## src/rtl/line_err_counter.sv

```systemverilog
module line_err_counter #(
  parameter int ALARM_DIV = 4
) (
  input  logic       clk,
  input  logic       rst_n,
  input  logic       err_evt,
  input  logic       bit_tick,
  input  logic       alarm_sim,
  input  logic       auto_mode,
  input  logic       sec_tick_i,
  input  logic       cmd_wr,
  input  logic       cmd_freeze,
  input  logic       rd_en,
  input  logic       rd_hi,
  output logic [7:0] rd_data,
  output logic       freeze_o,
  output logic       sec_tick_o
);
  localparam int W  = 16;
  localparam int PW = (ALARM_DIV > 2) ? $clog2(ALARM_DIV) : 1;

  logic [PW-1:0] phase;
  logic [W-1:0]  cnt, snap;
  logic          frz_q;

  wire alarm_inc = alarm_sim && bit_tick && (phase == PW'(ALARM_DIV - 1));
  wire inc       = err_evt || alarm_inc;
  wire frz_rise  = !auto_mode && cmd_wr && cmd_freeze && !frz_q;
  wire clr       = frz_rise || (auto_mode && sec_tick_i);
  wire sat       = &cnt;

  always_ff @(posedge clk or negedge rst_n)
    if (!rst_n)                phase <= '0;
    else if (!alarm_sim)       phase <= '0;
    else if (bit_tick)         phase <= (phase == PW'(ALARM_DIV - 1)) ? '0 : phase + 1'b1;

  always_ff @(posedge clk or negedge rst_n)
    if (!rst_n)                cnt <= '0;
    else if (clr)              cnt <= W'(inc);
    else if (inc && !sat)      cnt <= cnt + 1'b1;

  always_ff @(posedge clk or negedge rst_n)
    if (!rst_n)                frz_q <= 1'b0;
    else if (cmd_wr)           frz_q <= cmd_freeze;
    else if (rd_en && rd_hi)   frz_q <= 1'b0;

  always_ff @(posedge clk or negedge rst_n)
    if (!rst_n)                snap <= '0;
    else if (auto_mode) begin
      if (sec_tick_i)          snap <= cnt;
    end
    else if (!frz_q)           snap <= cnt;

  always_ff @(posedge clk or negedge rst_n)
    if (!rst_n)                sec_tick_o <= 1'b0;
    else                       sec_tick_o <= sec_tick_i;

  assign rd_data  = rd_hi ? snap[15:8] : snap[7:0];
  assign freeze_o = frz_q;
endmodule

```

## config.mk

```make
export PLATFORM = sky130hd
export DESIGN_NAME = line_err_counter
export DESIGN_NICKNAME = d
export VERILOG_FILES = /design/src/rtl/line_err_counter.sv
export SDC_FILE = /design/constraint.sdc
export NUM_CORES = 1
export LEC_CHECK = 0
export ABC_AREA = 0
export BUFFER_PORTS_ARGS = -buffer_cell sky130_fd_sc_hd__buf_4
export CAP_MARGIN = 30
export CORE_ASPECT_RATIO = 1.4
export CORE_MARGIN = 3
export CORE_UTILIZATION = 55
export CTS_CLUSTER_DIAMETER = 200
export DETAILED_ROUTE_END_ITERATION = 6
export MAX_ROUTING_LAYER = met4
export PLACE_DENSITY = 0.86
export RECOVER_POWER = 25
export REMOVE_ABC_BUFFERS = 1
export SYNTH_ARGS = -nofsm -noshare
export SYNTH_HDL_FRONTEND = slang
export SYNTH_SLANG_ARGS = --single-unit
```

## constraint.sdc

```tcl
create_clock -name clk -period 2.1 [get_ports clk]
set_input_delay 0.21 -clock clk [delete_from_list [all_inputs] [get_ports clk]]
set_output_delay 0.21 -clock clk [all_outputs]
set_load 0.05 [all_outputs]
```

==> run_results.csv <==
group,metric,value,unit
floorplanning,core,2964,µm²
global_route,grt_usage,22.21,%
global_route,grt_pass1_wl,6.134,mm
floorplanning,die_w,53.97,µm
sta,max_freq,502.5,MHz
synth,syn_inst,158,
routing,antenna_left,0,
synth,ys_seq_elements,36,
synth,yosys-top-cells-area,"dfrtp_1 (51%), mux2_2 (15%), a21oi_1 (3.1%)",
worst_setup_path,reg2reg_depth,5,
place,globalplace.congestion,0.8851,
floorplanning,die_h,73.16,µm
sta,hold_viol_final,0,
clock_network,worstSkewPairLatency,0.29,ns
worst_setup_path,end_kind,"register",
floorplanning,boundaryPins,21,
final_layout,layout-drive-gt1-share,29.89,%
worst_setup_path,required,2.28,ns
clock_network,cts_tree,"built",
job,drv_cap,0,
clock_network,cts_sinks,36,
floorplanning,die_area,3948,µm²
sta,worstMarginPinSlew,0.8592,ns
clock_network,ctsRootBufferMaster,"clkbuf_8",
routing,dr.pass1.iters,4,
min_path,hold_path.class,"in -> reg",
final_layout,syn_to_final_growth,17.16,%
clock_network,cts_made_buffers,5,
worst_setup_path,cp-start-kind,"register",
synth,synth_edf_count,0,
worst_setup_path,r2r_end,"cnt[11]$_DFFE_PN0P_",
routing,drc,0,
min_path,hold_path_depth,1,
synth,ys_seq_area_share,50.85,%
sta,rsz0062_at_grt,"false",
worst_setup_path,worstSetupPathType,"reg -> reg",
synth,async_reset_ff_share,100.0,%
final_layout,insertedDiodeCount,0,
worst_setup_path,path_cells,"ha_1 -> a31o_4 -> or3b_4 -> or4b_1 -> and3_1",
routing,via_per_inst,6.285,
worst_setup_path,cp_max_fo,7,
routing,vias,1389,
synth,synth_ff_type,"dfrtp_1",
clock_network,clk_pin_slew,0.07,ns
worst_setup_path,regToRegSetupSlack,0.11,ns
worst_setup_path,cp_top_family,"simple AND/OR/NAND/NOR gates",
final_layout,multi_input_area,840.8,µm²
final_layout,nFillCells,220,
min_path,min_from,"sec_tick_i",
routing,drt-total-wl,3.789,mm
worst_setup_path,critical-path-slowest-cell,"or4b_1",
global_route,grt_pass1_vias,1326,
final_layout,fin_nets,196,
min_path,hold_end,"sec_tick_o$_DFF_PN0_",
final_layout,regArea,900.9,µm²
synth,synth_cell_types,36,
worst_setup_path,r2r_start,"phase[0]$_DFFE_PN0P_",
synth,yosys_warnings,0,
synth,yosys.area.top_type,"dfrtp_1",
routing,drtIter0Drc,31,
place,dpl.hpwl,2.654,mm
sta,finalSetupTns,0,ns
worst_setup_path,critical_path_arrival,2.17,ns
clock_network,h-tree-depth,2,
sta,setup_viol,0,
sta,skew,0.007251,ns
pwr,leakage,0.9414,nW
sta,fin_crit,1.990,ns
synth,synth_area,1772,µm²
outcome,outcome,"completed",
pwr,ir_drop,738.5,µV
pwr,finalPower,0.001582,W
global_route,overflow,0,
sta,final_max_slew_viol_count,0,
routing,wire_per_inst,17.14,µm
global_route,grt_max_degree,37,
floorplanning,initial_core_util,59.77,%
sta,min_period_over_period,94.76,%
worst_setup_path,worst-path-buf-inv,0,
clock_network,clock_path_buffers,2,
sta,slew_headroom,42.72,%
floorplanning,placementRows,23,
synth,syn_area_per_cell,11.21,µm²
final_layout,final_cell_mix,"dfrtp_1 (36), mux2_2 (24), buf_4 (20)",
final_layout,final_common_cell,"dfrtp_1",
synth,synth_top_area_share,50.85,%
global_route,grt_antenna_before_repair,0,
pwr,p_per_area,762.2,nW/µm²
place,portBuffers,20,
worst_setup_path,max_stage_delay,0.50,ns
clock_network,cts_setup_buffers,0,
-- power breakdown --
part	internal (W)	total, W	switching [W]
logic	0.0000908	0.000221	0.000130
registers	0.000732	0.000768	0.0000368
clock network	0.000352	0.000593	0.000241
-- per-stage QoR --
step                cells  setup WS, ns  utilization, %  hold WS (ns)  cell area, µm²
global placement      212        0.1678           66.19        0.1811            1962
floorplan             153        0.1615               -      -0.08559            1750
finish                221        0.1100           70.03       0.08335            2076
CTS                   221       0.06876           70.16       0.03970            2079
global route          221       0.01579           70.03       0.08479            2076
detailed placement    212        0.1044           66.19        0.1869            1962
-- worst max path at each step --
stage | cells after the start | start | slack, ns | to
after floorplan | 2 | freeze_o$_DFFE_PN0P_ | 0.16 | snap[0]$_DFFE_PN0P_
after global placement | 5 | phase[0]$_DFFE_PN0P_ | 0.17 | cnt[11]$_DFFE_PN0P_
after detailed placement | 5 | phase[0]$_DFFE_PN0P_ | 0.10 | cnt[11]$_DFFE_PN0P_
after CTS | 5 | phase[0]$_DFFE_PN0P_ | 0.07 | cnt[11]$_DFFE_PN0P_
after global routing | 5 | cnt[0]$_DFFE_PN0P_ | 0.02 | cnt[13]$_DFFE_PN0P_
final | 5 | phase[0]$_DFFE_PN0P_ | 0.11 | cnt[11]$_DFFE_PN0P_
-- synth_stat cells (3+ instances only) --
cell type  count
o21ai_0        8
o31ai_1        3
a21oi_1       11
dfrtp_1       36
or3_1          8
nor2_1         4
nand2_1       13
inv_1          3
nand4_1        4
mux2i_1        4
mux2_2        24
nand3_1        8
or4_1          3
-- final cells by class --
type,instances,area share [%]
clock buffer,6,3.496
timing repair buffer,23,8.137
tap,37,2.230
sequential,36,43.40
clock inverter,2,1.688
inverter,3,0.5425
multi-input combinational,114,40.51
-- layer usage --
layer	global-route usage [%]	wire length, µm	vias up
met5	-	0	-
met4	10.23	95	0
met3	6.544	237	11
met2	35.58	2010	57
met1	24.86	1445	676
li1	-	-	645
-- kinds of logic after synthesis --
family / Yosys count / synth area share [%]
AOI/OAI and AO/OA: 32 / 11.87
DFF: 36 / 50.85
buffers and inverters: 8 / 1.836
muxes: 28 / 17.51
and+or+nand+nor: 52 / 16.53
adders and majority gates: 2 / 1.412
-- registers in the layout, summed over array words and instances (netlist names) --
| signal | count |
|---|---|
| freeze_o | 1 |
| phase | 2 |
| cnt | 16 |
| sec_tick_o | 1 |
| snap | 16 |
-- timing repair --
action                     CTS  global route
hold buffers                 1             0
hold endpoints to repair    36             0
setup endpoints to repair    0             2
resized for setup            0             1
-- worst reg2reg max path: stages (launching register included) --
cell and delay (ns):
dfrtp_1 0.37, ha_1 0.21, a31o_4 0.20, or3b_4 0.43, or4b_1 0.50, and3_1 0.17
(Power assumes the default switching activity.)
